[src/rtl/vga_pkg.sv]
// Shared definitions for the raster timing generator.
// Assumes: pixel width divides the memory byte width evenly.
package vga_pkg;

    // Action applied to the packed pixel byte on a clock edge.
    typedef enum logic [1:0] {
        PIX_HOLD  = 2'd0,
        PIX_LOAD  = 2'd1,
        PIX_SHIFT = 2'd2
    } pix_act_e;

endpackage

[src/rtl/vga_hcount.sv]
// Horizontal pixel counter.
// Counts 0..H_TOTAL-1 and wraps. Flags the last visible pixel, which the
// line counter uses as its advance enable, and the horizontal blank region.
// Assumes: H_VIS < H_TOTAL; synchronous active-low reset.
module vga_hcount #(
    parameter int H_TOTAL = 381,
    parameter int H_VIS   = 256,
    parameter int HW      = $clog2(H_TOTAL)
) (
    input  logic          clk,
    input  logic          rst_n,
    output logic [HW-1:0] hcnt,
    output logic          line_adv,
    output logic          h_blank
);
    localparam logic [HW-1:0] H_LAST     = HW'(H_TOTAL - 1);
    localparam logic [HW-1:0] H_VIS_LAST = HW'(H_VIS - 1);
    localparam logic [HW-1:0] H_VIS_END  = HW'(H_VIS);

    // Step the pixel count, wrapping at the end of the line.
    always_ff @(posedge clk) begin
        if (!rst_n)              hcnt <= '0;
        else if (hcnt == H_LAST) hcnt <= '0;
        else                     hcnt <= hcnt + 1'b1;
    end

    // Decode the line-advance point and the horizontal blank region.
    always_comb begin
        line_adv = (hcnt == H_VIS_LAST);
        h_blank  = (hcnt >= H_VIS_END);
    end
endmodule

[src/rtl/vga_vcount.sv]
// Vertical line counter.
// Runs on the pixel clock and advances only when line_adv is high, which
// happens once per line as horizontal blanking begins. Wraps at V_TOTAL.
// Assumes: V_VIS < V_TOTAL; synchronous active-low reset.
module vga_vcount #(
    parameter int V_TOTAL = 528,
    parameter int V_VIS   = 480,
    parameter int VW      = $clog2(V_TOTAL)
) (
    input  logic          clk,
    input  logic          rst_n,
    input  logic          line_adv,
    output logic [VW-1:0] vcnt,
    output logic          v_blank
);
    localparam logic [VW-1:0] V_LAST    = VW'(V_TOTAL - 1);
    localparam logic [VW-1:0] V_VIS_END = VW'(V_VIS);

    // Advance the line count at each line-end enable, wrapping per frame.
    always_ff @(posedge clk) begin
        if (!rst_n)             vcnt <= '0;
        else if (line_adv) begin
            if (vcnt == V_LAST) vcnt <= '0;
            else                vcnt <= vcnt + 1'b1;
        end
    end

    // Flag the lines below the visible area.
    always_comb v_blank = (vcnt >= V_VIS_END);
endmodule

[src/rtl/vga_sync_reg.sv]
// Registered active-low sync pulse.
// On each enabled edge, the output goes low if the count lies in
// [START, STOP) and goes high otherwise. The output is high after reset.
// Assumes: START < STOP and both fit in W bits.
module vga_sync_reg #(
    parameter int W     = 9,
    parameter int START = 291,
    parameter int STOP  = 337
) (
    input  logic         clk,
    input  logic         rst_n,
    input  logic         step_en,
    input  logic [W-1:0] cnt,
    output logic         sync_n
);
    localparam logic [W-1:0] S_LO = W'(START);
    localparam logic [W-1:0] S_HI = W'(STOP);

    logic in_pulse;

    // Decide whether the count lies inside the pulse window.
    always_comb in_pulse = (cnt >= S_LO) && (cnt < S_HI);

    // Register the active-low sync level on enabled edges.
    always_ff @(posedge clk) begin
        if (!rst_n)       sync_n <= 1'b1;
        else if (step_en) sync_n <= ~in_pulse;
    end
endmodule

[src/rtl/vga_pix_shift.sv]
// Packed pixel byte register.
// Loads a memory byte, shifts it right by one pixel width, or holds it,
// as the action input selects. The current pixel is taken from the low bits.
// Assumes: BYTE_W is a multiple of PIX_BITS.
module vga_pix_shift
    import vga_pkg::*;
#(
    parameter int BYTE_W   = 8,
    parameter int PIX_BITS = 2
) (
    input  logic                clk,
    input  logic                rst_n,
    input  pix_act_e            act,
    input  logic [BYTE_W-1:0]   ram_data,
    output logic [BYTE_W-1:0]   byte_q,
    output logic [PIX_BITS-1:0] pix_lo
);
    // Apply the selected load, shift or hold to the held byte.
    always_ff @(posedge clk) begin
        if (!rst_n) byte_q <= '0;
        else begin
            unique case (act)
                PIX_LOAD:  byte_q <= ram_data;
                PIX_SHIFT: byte_q <= byte_q >> PIX_BITS;
                default:   byte_q <= byte_q;
            endcase
        end
    end

    // Present the pixel that is currently in the low bits.
    always_comb pix_lo = byte_q[PIX_BITS-1:0];
endmodule

[src/rtl/vga_stream_gen.sv]
// Raster timing and pixel stream generator (top).
// Ties the pixel and line counters to two sync registers. Forms the blank
// condition and delays it one clock. Steps the packed pixel byte on visible
// clocks, loading a new byte from memory at every group of pixels.
// Assumes: H_VIS is a multiple of pixels per byte, and pixels per byte is a
// power of two; synchronous active-low reset applied only at start-up.
module vga_stream_gen
    import vga_pkg::*;
#(
    parameter int H_TOTAL  = 381,
    parameter int H_VIS    = 256,
    parameter int HS_START = 291,
    parameter int HS_END   = 337,
    parameter int V_TOTAL  = 528,
    parameter int V_VIS    = 480,
    parameter int VS_START = 493,
    parameter int VS_END   = 495,
    parameter int BYTE_W   = 8,
    parameter int PIX_BITS = 2
) (
    input  logic                clk,
    input  logic                rst_n,
    input  logic [BYTE_W-1:0]   ram_data,
    output logic                hsync_n,
    output logic                vsync_n,
    output logic                blank,
    output logic [PIX_BITS-1:0] pix_code
);
    localparam int HW    = $clog2(H_TOTAL);
    localparam int VW    = $clog2(V_TOTAL);
    localparam int PPB   = BYTE_W / PIX_BITS;
    localparam int SEL_W = (PPB > 1) ? $clog2(PPB) : 1;

    logic [HW-1:0]       hcnt;
    logic [VW-1:0]       vcnt;
    logic                line_adv;
    logic                h_blank;
    logic                v_blank;
    logic                blank_raw;
    logic                blank_q;
    logic                load_en;
    pix_act_e            pix_act;
    logic [BYTE_W-1:0]   pix_byte;
    logic [PIX_BITS-1:0] pix_lo;

    vga_hcount #(.H_TOTAL(H_TOTAL), .H_VIS(H_VIS), .HW(HW)) u_hcnt (
        .clk(clk), .rst_n(rst_n), .hcnt(hcnt),
        .line_adv(line_adv), .h_blank(h_blank)
    );

    vga_vcount #(.V_TOTAL(V_TOTAL), .V_VIS(V_VIS), .VW(VW)) u_vcnt (
        .clk(clk), .rst_n(rst_n), .line_adv(line_adv),
        .vcnt(vcnt), .v_blank(v_blank)
    );

    vga_sync_reg #(.W(HW), .START(HS_START), .STOP(HS_END)) u_hsync (
        .clk(clk), .rst_n(rst_n), .step_en(1'b1),
        .cnt(hcnt), .sync_n(hsync_n)
    );

    vga_sync_reg #(.W(VW), .START(VS_START), .STOP(VS_END)) u_vsync (
        .clk(clk), .rst_n(rst_n), .step_en(line_adv),
        .cnt(vcnt), .sync_n(vsync_n)
    );

    // Decide whether this clock starts a new group of packed pixels.
    generate
        if (PPB > 1) begin : g_group
            always_comb load_en = ~blank_raw && (hcnt[SEL_W-1:0] == '0);
        end else begin : g_single
            always_comb load_en = ~blank_raw;
        end
    endgenerate

    // Combine the two blank regions and pick the pixel byte action.
    always_comb begin
        blank_raw = h_blank | v_blank;
        if (load_en)         pix_act = PIX_LOAD;
        else if (!blank_raw) pix_act = PIX_SHIFT;
        else                 pix_act = PIX_HOLD;
    end

    // Delay the blank flag one clock to match the colour stage.
    always_ff @(posedge clk) begin
        if (!rst_n) blank_q <= 1'b1;
        else        blank_q <= blank_raw;
    end

    vga_pix_shift #(.BYTE_W(BYTE_W), .PIX_BITS(PIX_BITS)) u_pix (
        .clk(clk), .rst_n(rst_n), .act(pix_act), .ram_data(ram_data),
        .byte_q(pix_byte), .pix_lo(pix_lo)
    );

    // Drive the outputs, holding the pixel code at zero during blanking.
    always_comb begin
        blank    = blank_q;
        pix_code = blank_q ? '0 : pix_lo;
    end
endmodule

[config.mk]
export PLATFORM = sky130hd
export DESIGN_NAME = vga_stream_gen
export DESIGN_NICKNAME = d
export VERILOG_FILES = /design/src/rtl/vga_pkg.sv /design/src/rtl/vga_hcount.sv /design/src/rtl/vga_vcount.sv /design/src/rtl/vga_sync_reg.sv /design/src/rtl/vga_pix_shift.sv /design/src/rtl/vga_stream_gen.sv
export SDC_FILE = /design/constraint.sdc
export NUM_CORES = 1
export LEC_CHECK = 0
export BUFFER_PORTS_ARGS = -buffer_cell sky130_fd_sc_hd__buf_2
export CAP_MARGIN = 10
export CORE_UTILIZATION = 40
export DETAILED_ROUTE_END_ITERATION = 12
export GPL_TIMING_DRIVEN = 0
export PLACE_DENSITY_LB_ADDON = 0.3
export SETUP_SLACK_MARGIN = 0.2
export SLEW_MARGIN = 30
export SYNTH_ARGS = -nofsm -noshare
export SYNTH_HDL_FRONTEND = slang
export SYNTH_SLANG_ARGS = --single-unit
[constraint.sdc]
create_clock -name clk -period 3.4 [get_ports clk]
set_clock_uncertainty 0.1 [all_clocks]
set_input_delay 0.34 -clock clk [delete_from_list [all_inputs] [get_ports clk]]
set_output_delay 0.34 -clock clk [all_outputs]
set_load 0.01 [all_outputs]
# == Word level (Yosys, flattened, before mapping) ==
# Cells that the tools add are included.
# classes
add_sub_neg,2
magnitude_cmp,6
n_eq_ne,5
n_mux,5
n_bitwise,5
n_reduce_logical,6
# ops
operator,count
"10-bit by 9-bit greater-or-equal comparator with 1-bit output, second input constant",2
"9-bit greater-or-equal comparator, second input constant",2
8-bit case mux with 2 select lines,1
"10-bit by 1-bit adder with 10-bit output, second input constant",1
"10-bit == test, second input constant",1
"10-bit by 9-bit less-than comparator with 1-bit output, second input constant",1
10-bit two-way mux,1
"9-bit by 1-bit adder with 9-bit output, second input constant",1
"9-bit by 8-bit == test with 1-bit output, second input constant",1
"9-bit == test, second input constant",1
"9-bit less-than comparator, second input constant",1
2-bit two-way mux,3
1-bit NOT,4
1-bit logical AND,3
"2-bit by 1-bit == test with 1-bit output, second input constant",1
"2-bit == test, second input constant",1
2-bit zero test,1
2-bit nonzero test,1
2-bit OR reduction,1
1-bit bitwise OR,1
# word_totals
regBits,30
inputBits,10
out_inout_bits,5
wordCells,35

# == Logic depth before layout (Yosys ltp) ==
# Gate-level depths: netlist (run 1).
# depth
depth_word,7
ltp_mapped,8
ltp_nobuf,6

# == Hierarchy ==
# Synthesis (run 1) repeated with hierarchy kept, for this count alone.
# hier_totals
hier_cells,166
area_unflattened_um2,1600.3
# modules_own_cells
mod,n_inst,cells_each,area_each_um2,seq_area_each_um2
vga_vcount,1,52,504.2,200.2
vga_pix_shift,1,38,441.7,160.2
vga_hcount,1,52,435.4,180.2
vga_sync_reg at u_hsync,1,8,90.1,20.0
vga_sync_reg at u_vsync,1,8,65.1,20.0
vga_stream_gen,1,8,63.8,20.0

# == Worst setup path after synthesis (run 1) ==
# OpenSTA, ideal clock, no wires.
# synth_path
path_type,flip-flop to flip-flop
startpoint,register u_hcnt.hcnt[2]
endpoint,register u_vcnt.vcnt[7]
setup_ps,70
arrival_time_ps,1881
required_ps,3230
slack_ps,1349
path_stages_with_launch,9
n_path_buf,2
period_less_slack_ps,2051
path_cell_list,dfxtp_1 clkbuf_2 and4_1 and4_1 ha_1 clkbuf_8 nand4_4 or4_1 a21oi_1
# synth_via
elab_chain_len,1
# synth_rtl
item,line_no,rtl
from (decl),vga_hcount.sv:12,"output logic [HW-1:0] hcnt,"
from (signal assigned),vga_hcount.sv:24,else hcnt <= hcnt + 1'b1;
9-bit by 8-bit == test with 1-bit output,vga_hcount.sv:29,line_adv = (hcnt == H_VIS_LAST);
to (signal assigned),vga_vcount.sv:24,else vcnt <= vcnt + 1'b1;
to (decl),vga_vcount.sv:13,"output logic [VW-1:0] vcnt,"
# Every way passes these cells.
# A chain may end at the register's enable or synchronous reset.

# == Worst setup path after layout (run 1) ==
# layout_path
startpoint,register u_hcnt.hcnt[2]
endpoint,register u_vcnt.vcnt[1]
# Same word-level chain as after synthesis.

==> impl_metrics.env, run 1 <==
export IMPL_die_x_um=62.9
export IMPL_slew_violations=0
export IMPL_ys_seq_area_frac=0.404
export IMPL_fin_worst_hold_slack_ps=169
export IMPL_worst_path_max_fanout=7
export IMPL_antenna_left=0
export IMPL_post_route_period_util=0.657
export IMPL_syn_nets=173
export IMPL_initial_core_util=0.431
export IMPL_synth_seq_cells=30
export IMPL_multiInputGateArea_sq_um=797
export IMPL_wl_per_cell_um=12.4
export IMPL_max_stage_delay_ps=500
export IMPL_drc_errors=0
export IMPL_first_pass_iters=6
export IMPL_hold_violations=0
export IMPL_cp_slowest_cell="o41ai_4"
export IMPL_start_kind="flip-flop"
export IMPL_syn_inst=157
export IMPL_fp_row_count=21
export IMPL_antenna_found_initial=0
export IMPL_worstPathArrival_ps=2290
export IMPL_overflow=0
export IMPL_relSlewSlack=0.663
export IMPL_netlist_area_sq_um=1490
export IMPL_cts_root_buf="clkbuf_8"
export IMPL_cp_top_family="simple AND/OR/NAND/NOR gates"
export IMPL_postCtsResizedCells=0
export IMPL_grt_pass1_vias=1131
export IMPL_cts_max_level=2
export IMPL_rsz0062_at_grt="false"
export IMPL_grt_usage=0.156
export IMPL_portBuffers=13
export IMPL_gp_congestion=0.805
export IMPL_nNetsFinal=193
export IMPL_numCtsBuffers=5
export IMPL_dr_first_iter_drc_count=64
export IMPL_cts_setup_buffers=0
export IMPL_p_leak_nw=0.689
export IMPL_synth_area_leader_cell="dfxtp_1"
export IMPL_critPathCaptureType="flip-flop"
export IMPL_io_pins=15
export IMPL_syn_mean_instance_area_sq_um=9.46
export IMPL_areaGrowthSynthToFinish_pct=15.7
export IMPL_cts_hold_fix_buffers=0
export IMPL_hold_class="in -> reg"
export IMPL_synthDistinctLibCells=39
export IMPL_synth_warning_count=0
export IMPL_synth_top_area_share=0.404
export IMPL_cts_tree="yes"
export IMPL_mostFrequentLayoutCells="30 x dfxtp_1, 14 x buf_2, 14 x a21oi_1, 13 x nor2_1"
export IMPL_diodes=0
export IMPL_totalWireLength_um=2780
export IMPL_drive_above_1_share=0.197
export IMPL_fmax_ghz=0.447
export IMPL_clock_sinks=30
export IMPL_worstPathCellList="clkbuf_2, and4_1, and4_1, ha_1, clkbuf_8, nand4_4, o41ai_4, nor2_1"
export IMPL_die_area_sq_um=3960
export IMPL_maxCapViolations=0
export IMPL_hpwl_um=2020
export IMPL_crit_path_frequent_cell="and4_1"
export IMPL_status="finished, final reports clean"
export IMPL_n_fill_cell=331
export IMPL_critPathKind="reg -> reg"
export IMPL_finalCriticalPeriod_ps=2240
export IMPL_ir_worst_vdd_mv=0.198
export IMPL_design_core_area_sq_um=3440
export IMPL_worst_ep_required_time_ps=3450
export IMPL_clockBufferDepth=2
export IMPL_vias=1216
export IMPL_tightest_slew_ps=503
export IMPL_setup_viol=0
export IMPL_clk_insertion_delay_late_ps=280
export IMPL_drt_vias_per_instance=5.43
export IMPL_layout_commonest_cell="dfxtp_1"
export IMPL_grt_max_degree=11
export IMPL_path_buf_inv=2
export IMPL_async_flop_share=0
export IMPL_synth_main_ff_cell="dfxtp_1"
export IMPL_synth_area_leaders="dfxtp_1 40%, mux2i_1 5.4%, ha_1 5.1%"
export IMPL_regArea_sq_um=601
export IMPL_tns_ps=0
export IMPL_total_power_mw=0.756
export IMPL_power_density_nw_per_um2=440
export IMPL_clk_pin_slew_worst_paths_ps=60
export IMPL_synth_edf_count=0
export IMPL_fp_dieH_um=62.9
export IMPL_grt_pass1_wl_um=4890
[cells in the mapped netlist (5+ instances only)]
| cell | number |
|---|---|
| a211oi_1 | 6 |
| mux2i_1 | 8 |
| nand2_1 | 7 |
| nand3_1 | 6 |
| or3_1 | 5 |
| dfxtp_1 | 30 |
| o21ai_0 | 8 |
| nand4_1 | 5 |
| a21oi_1 | 14 |
| nor2_1 | 13 |
| ha_1 | 6 |
| inv_1 | 9 |
[routing by layer]
layer  share of wire  GRT usage  up-vias
met5               0          0        -
met4          0.0054     0.0436        0
met3           0.037     0.0547        4
met2            0.46      0.254       21
met1            0.49      0.192      573
li1                -          -      618
[registers in the layout, summed over array words and instances (netlist names)]
signal,cells
u_hcnt.hcnt,9
u_vcnt.vcnt,10
u_vsync.sync_n,1
blank,1
u_pix.byte_q,8
u_hsync.sync_n,1
[path summary, 6_finish.rpt]
check / to / slack, ps / start / depth (start not counted)
min: blank$_SDFF_PN1_ / 170 / rst_n / 2
max: u_vcnt.vcnt[1]$_SDFFE_PN0N_ / 1160 / u_hcnt.hcnt[2]$_SDFF_PP0_ / 8
min reg2reg: u_pix.byte_q[6]$_SDFFE_PN0P_ / 390 / u_pix.byte_q[6]$_SDFFE_PN0P_ / 2
max reg2reg: u_vcnt.vcnt[1]$_SDFFE_PN0N_ / 1160 / u_hcnt.hcnt[2]$_SDFF_PP0_ / 8
[stage by stage]
step	setup WS, ps	util	area [sq um]	instances
global route	976	0.499	1720	224
global placement	1180	0.467	1610	216
CTS	1130	0.499	1720	224
finish	1160	0.499	1720	224
detailed placement	1140	0.467	1610	216
floorplan	1350	-	1490	157
[cell type report]
class | instances | share of cell area
tap | 46 | 0.0335
sequential | 30 | 0.350
multi-input combinational | 111 | 0.464
clock buffer | 8 | 0.0641
inverter | 9 | 0.0197
buffer | 7 | 0.0313
timing repair buffer | 13 | 0.0379
[logic make-up (layout without fill, tap and decap cells)]
family          after synthesis  after routing  synth area share
xor+xnor                      6              6            0.0354
mux                           8              8            0.0539
buf+inv                      16             37            0.0590
simple gates                 53             53             0.222
fa+ha+maj                     6              6            0.0505
compound gates               38             38             0.175
flops                        30             30             0.404
[power by group]
part           switching, mW  internal [mW]
clock                  0.131          0.204
sequential           0.00815          0.363
combinational         0.0260         0.0244
Power figures use the tool's default switching activity.
==> run 2, diff against run 1 <==
==> constraint.sdc (replaced) <==
create_clock -name clk -period 1.8 [get_ports clk]
set_clock_uncertainty 0.1 [all_clocks]
set_input_delay 0.18 -clock clk [delete_from_list [all_inputs] [get_ports clk]]
set_output_delay 0.18 -clock clk [all_outputs]
set_load 0.01 [all_outputs]
==> run 2 against run 1 <==
Compared with the run above: the flow now finishes with violations (setup timing); power rose by 78%; maximum frequency grew 9.5%; design area increased by 17%; sequential power rose by 89%; highest routed layer unchanged.
==> impl_metrics.env, run 2 (synthesis results as in run 1) <==
export IMPL_status="finished with violations"
export IMPL_violations="setup timing"
export IMPL_cts_root_buf="clkbuf_8"
export IMPL_regArea_sq_um=616
export IMPL_grt_usage=0.168
export IMPL_total_power_mw=1.35
export IMPL_grt_pass1_wl_um=5300
export IMPL_p_seq_frac=0.520
export IMPL_crit_path_frequent_cell="buf_8"
export IMPL_drc_errors=0
export IMPL_clock_sinks=30
export IMPL_dr_first_iter_drc_count=58
export IMPL_gp_congestion=0.768
export IMPL_multiInputGateArea_sq_um=926
export IMPL_vias=1330
export IMPL_regMostFlops="u_vcnt.vcnt"
export IMPL_critPathKind="reg -> reg"
export IMPL_mostFrequentLayoutCells="24 x dfxtp_1, 13 x buf_2, 12 x a21oi_1, 10 x nor2_1, 10 x buf_4"
export IMPL_p_sw_mw=0.313
export IMPL_grt_max_degree=11
export IMPL_critPathCaptureType="flip-flop"
export IMPL_post_route_period_util=1.13
export IMPL_design_core_area_sq_um=3440
export IMPL_cp_num_cells=8
export IMPL_layout_commonest_cell="dfxtp_1"
export IMPL_antenna_left=0
export IMPL_wl_per_cell_um=13.3
export IMPL_final_cells=240
export IMPL_worst_path_max_fanout=6
export IMPL_clockBufferDepth=2
export IMPL_hold_violations=0
export IMPL_power_frac_clock=0.367
export IMPL_tightest_slew_ps=545
export IMPL_antenna_found_initial=0
export IMPL_drt_vias_per_instance=5.54
export IMPL_cts_max_level=2
export IMPL_largest_reg_flops=10
export IMPL_max_stage_delay_ps=540
export IMPL_diodes=0
export IMPL_dp_slack_ps=-365
export IMPL_top_regs="u_vcnt.vcnt x10, u_hcnt.hcnt x9, u_pix.byte_q x8"
export IMPL_cts_tree="yes"
export IMPL_placedCellCount=216
export IMPL_ir_worst_vdd_mv=0.381
export IMPL_first_pass_iters=4
export IMPL_fp_dieH_um=62.9
export IMPL_finalCriticalPeriod_ps=2040
export IMPL_portBuffers=13
export IMPL_min_path_cells=2
export IMPL_grt_pass1_vias=1196
export IMPL_fin_worst_hold_slack_ps=17.8
export IMPL_fmax_ghz=0.490
export IMPL_io_pins=15
export IMPL_initial_core_util=0.431
export IMPL_die_area_sq_um=3960
export IMPL_worstPathArrival_ps=2150
export IMPL_p_leak_nw=0.775
export IMPL_n_fill_cell=288
export IMPL_overflow=0
export IMPL_die_x_um=62.9
export IMPL_power_density_nw_per_um2=671
export IMPL_rsz0062_at_grt="true"
export IMPL_power_frac_comb=0.113
export IMPL_slew_violations=0
export IMPL_swShare=0.232
export IMPL_worst_ep_required_time_ps=1910
export IMPL_start_kind="flip-flop"
export IMPL_cp_top_family="simple AND/OR/NAND/NOR gates"
export IMPL_numCtsBuffers=5
export IMPL_cp_slowest_cell="or4_4"
export IMPL_drive_above_1_share=0.392
export IMPL_areaGrowthSynthToFinish_pct=35.1
export IMPL_setup_slack_ps=-241
export IMPL_clk_pin_slew_worst_paths_ps=60
export IMPL_maxCapViolations=0
export IMPL_clk_insertion_delay_late_ps=280
export IMPL_fp_row_count=21
export IMPL_relSlewSlack=0.636
export IMPL_rr_worst_depth=8
export IMPL_worstPathCellList="buf_8, and4_4, and4_1, ha_2, buf_8, nand4_4, or4_4, a21oi_4"
export IMPL_hold_class="in -> reg"
export IMPL_path_buf_inv=2
export IMPL_totalWireLength_um=3180
export IMPL_internal_power_mw=1.03
export IMPL_nNetsFinal=210
export IMPL_hpwl_um=1970
export IMPL_setup_viol=9
[run 2: cell count changes in the layout (fill, tap and decap cells not counted), moves of 3 or more]
cell      change
buf_4        +10
buf_6         +7
dfxtp_1       -6
clkbuf_8      -4
buf_8         +3
dfxtp_2       +3
dfxtp_4       +3
ha_1          -3
nor2_1        -3
nor2_2        +3
[run 2: power by group through the flow]
stage          clock network, mW  registers [mW]  logic, mW
4_1_cts                    0.514           0.701      0.123
3_3_place_gp                   0           0.714     0.0963
6_report                   0.495           0.700      0.152
2_1_floorplan                  0           0.712     0.0731
5_1_grt                    0.541           0.702      0.167
3_5_place_dp                   0           0.715     0.0982
[run 2: final cells by class]
cell class	count	share of cell area
plain buffers	7	0.0380
clock buffers	7	0.0380
inverters	9	0.0181
multi-input cells	111	0.461
flip-flops and latches	30	0.307
well taps	46	0.0287
repair buffers	30	0.109
[run 2: what timing repair did]
item                       in CTS  in global routing
hold buffers                    0                  0
buffers inserted               10                  7
setup endpoints to repair      20                 22
pin swaps                       8                 10
gates resized for setup        27                 23
[run 2: per-stage QoR]
step                instance area, sq um   util  setup TNS, ps
floorplan                           1500      -           -825
global placement                    1630  0.472          -2160
detailed placement                  1630  0.472          -2370
CTS                                 1880  0.546          -1570
global route                        2010  0.583          -1710
finish                              2010  0.583          -1040
[run 2: worst paths after layout]
| check | startpoint | end | slack [ps] |
|---|---|---|---|
| max | u_hcnt.hcnt[2]$_SDFF_PP0_ | u_vcnt.vcnt[7]$_SDFFE_PN0N_ | -240 |
| min | rst_n | blank$_SDFF_PN1_ | 20 |
| max reg2reg | u_hcnt.hcnt[2]$_SDFF_PP0_ | u_vcnt.vcnt[7]$_SDFFE_PN0N_ | -240 |
| min reg2reg | u_pix.byte_q[7]$_SDFFE_PN0P_ | u_pix.byte_q[7]$_SDFFE_PN0P_ | 380 |
[run 2: per-layer routing]
layer	share of wire	vias up	global-route usage
li1	-	657	-
met5	0	-	0
met1	0.43	629	0.203
met4	0.012	0	0.0640
met2	0.51	38	0.276
met3	0.050	6	0.0529
==> run 3, diff against run 2 <==
--- a/config.mk
+++ b/config.mk
@@ -11,6 +11,7 @@
 export DETAILED_ROUTE_END_ITERATION = 12
 export GPL_TIMING_DRIVEN = 0
 export PLACE_DENSITY_LB_ADDON = 0.3
+export RECOVER_POWER = 100
 export SETUP_SLACK_MARGIN = 0.2
 export SLEW_MARGIN = 30
 export SYNTH_ARGS = -nofsm -noshare
==> run 3 against run 2 <==
Compared with the run above: the flow still finishes with violations (setup timing); sequential share of layout area rose by 0.19 points; sequential power barely moved; register-to-register slack barely moved; die area did not move; first-iteration DRC count rose by 5.2%; critical path depth did not move; worst hold slack barely moved; combinational power fell by 3%; global-route usage did not move; clock power barely moved; wire length rose by 0.16%; critical path type unchanged; critical endpoint unchanged; highest routed layer unchanged.
==> impl_metrics.env, run 3 (synthesis results as in run 1) <==
export IMPL_die_area_sq_um=3960
export IMPL_placedCellCount=216
export IMPL_top_regs="u_vcnt.vcnt x10, u_hcnt.hcnt x9, u_pix.byte_q x8"
export IMPL_crit_path_frequent_cell="buf_8"
export IMPL_grt_usage=0.168
export IMPL_hpwl_um=1970
export IMPL_worst_path_max_fanout=6
export IMPL_status="finished with violations"
export IMPL_cts_hold_fix_buffers=0
export IMPL_hold_violations=0
export IMPL_cp_slowest_cell="or4_4"
export IMPL_swShare=0.233
export IMPL_critical_path_startpoint="u_hcnt.hcnt[2]$_SDFF_PP0_"
export IMPL_wl_per_cell_um=13.3
export IMPL_largest_reg_flops=10
export IMPL_setup_viol=9
export IMPL_cp_top_family="simple AND/OR/NAND/NOR gates"
export IMPL_violations="setup timing"
export IMPL_power_frac_clock=0.369
export IMPL_n_fill_cell=287
export IMPL_dr_first_iter_drc_count=61
export IMPL_drc_errors=0
export IMPL_antenna_found_initial=0
export IMPL_relSlewSlack=0.637
export IMPL_drt_vias_per_instance=5.48
export IMPL_power_density_nw_per_um2=673
export IMPL_regMostFlops="u_vcnt.vcnt"
export IMPL_fmax_ghz=0.490
export IMPL_cp_num_cells=8
export IMPL_power_frac_comb=0.109
export IMPL_rr_worst_depth=8
export IMPL_maxCapViolations=0
export IMPL_design_core_area_sq_um=3440
export IMPL_mostFrequentLayoutCells="24 x dfxtp_1, 12 x a21oi_1, 10 x nor2_1, 10 x buf_4"
export IMPL_worst_ep_required_time_ps=1910
export IMPL_critPathCaptureType="flip-flop"
export IMPL_clk_pin_slew_worst_paths_ps=60
export IMPL_cts_tree="yes"
export IMPL_post_route_period_util=1.13
export IMPL_vias=1315
export IMPL_setup_slack_ps=-242
export IMPL_r2r_end="u_vcnt.vcnt[7]$_SDFFE_PN0N_"
export IMPL_numCtsBuffers=5
export IMPL_slew_violations=0
export IMPL_fp_dieH_um=62.9
export IMPL_grt_pass1_wl_um=5300
export IMPL_worstPathArrival_ps=2150
export IMPL_dp_slack_ps=-365
export IMPL_grt_max_degree=11
export IMPL_drive_above_1_share=0.366
export IMPL_finalCriticalPeriod_ps=2040
export IMPL_cts_max_level=2
export IMPL_grt_pass1_vias=1196
export IMPL_worstPathCellList="buf_8, and4_4, and4_1, ha_2, buf_8, nand4_4, or4_4, a21oi_4"
export IMPL_path_buf_inv=2
export IMPL_overflow=0
export IMPL_clk_insertion_delay_late_ps=270
export IMPL_max_stage_delay_ps=540
export IMPL_clock_sinks=30
export IMPL_diodes=0
export IMPL_portBuffers=13
export IMPL_p_seq_frac=0.521
export IMPL_die_x_um=62.9
export IMPL_place_area_sq_um=1630
export IMPL_antenna_left=0
export IMPL_internal_power_mw=1.03
export IMPL_multiInputGateArea_sq_um=926
export IMPL_start_kind="flip-flop"
export IMPL_first_pass_iters=4
export IMPL_fp_row_count=21
export IMPL_ir_worst_vdd_mv=0.382
export IMPL_critPathKind="reg -> reg"
export IMPL_rsz0062_at_grt="true"
export IMPL_nNetsFinal=210
export IMPL_cts_root_buf="clkbuf_8"
export IMPL_tightest_slew_ps=543
export IMPL_clockBufferDepth=2
export IMPL_final_cells=240
export IMPL_timing_rr_start="u_hcnt.hcnt[2]$_SDFF_PP0_"
export IMPL_p_leak_nw=0.760
export IMPL_design_area_sq_um=1990
export IMPL_areaGrowthSynthToFinish_pct=34.3
export IMPL_regArea_sq_um=616
export IMPL_gp_congestion=0.768
export IMPL_initial_core_util=0.431
export IMPL_crit_end="u_vcnt.vcnt[7]$_SDFFE_PN0N_"
export IMPL_r2r_slack_ps=-240
export IMPL_p_sw_mw=0.313
export IMPL_io_pins=15
export IMPL_layout_commonest_cell="dfxtp_1"
export IMPL_hold_class="in -> reg"
export IMPL_totalWireLength_um=3190
[run 3: how the worst min path moves through the flow]
stage                            from                      endpoint  slack, ps  depth (start not counted)
after floorplan           ram_data[6]  u_pix.byte_q[6]$_SDFFE_PN0P_        250                          2
after global placement          rst_n              blank$_SDFF_PN1_        290                          2
after detailed placement        rst_n              blank$_SDFF_PN1_        290                          2
after CTS                       rst_n              blank$_SDFF_PN1_          4                          2
after global routing            rst_n              blank$_SDFF_PN1_         20                          2
final                           rst_n              blank$_SDFF_PN1_         20                          2
[run 3: power groups by stage]
stage               Clock [mW]  Sequential (mW)  Combinational, mW
floorplan                    0            0.712             0.0731
global placement             0            0.714             0.0963
detailed placement           0            0.715             0.0982
CTS                      0.514            0.701              0.123
global route             0.541            0.702              0.161
finish                   0.496            0.700              0.147
[run 3: timing repair]
| action | CTS | global route |
|---|---|---|
| pin swaps | 8 | 10 |
| hold endpoints to repair | 0 | 0 |
| setup buffers | 10 | 7 |
| gates resized for setup | 27 | 23 |
| endpoints found under the setup margin | 20 | 22 |
[run 3: layout make-up]
type                            count  share of cell area
Inverter                            9              0.0182
Sequential cell                    30               0.309
Tap cell                           46              0.0289
Clock buffer                        7              0.0383
Buffer                              7              0.0383
Timing Repair Buffer               30               0.104
Multi-Input combinational cell    111               0.464
[run 3: metrics by stage]
stage / hold slack [ps] / total power, mW / util / TNS [ps]
after detailed placement: 291 / 0.813 / 0.472 / -2370
final: 17.4 / 1.34 / 0.579 / -1020
after global placement: 293 / 0.810 / 0.472 / -2160
after CTS: 3.56 / 1.34 / 0.546 / -1570
after global routing: 16.0 / 1.40 / 0.579 / -1710
after floorplan: 249 / 0.785 / - / -825
[run 3: routing by layer]
layer / vias to the layer above / global-route usage / wire [um] / part of all wire
li1: 652 / - / - / -
met1: 626 / 0.203 / 1380 / 0.43
met2: 31 / 0.276 / 1610 / 0.51
met3: 6 / 0.0529 / 153 / 0.048
met4: 0 / 0.0640 / 38 / 0.012
met5: - / 0 / 0 / 0
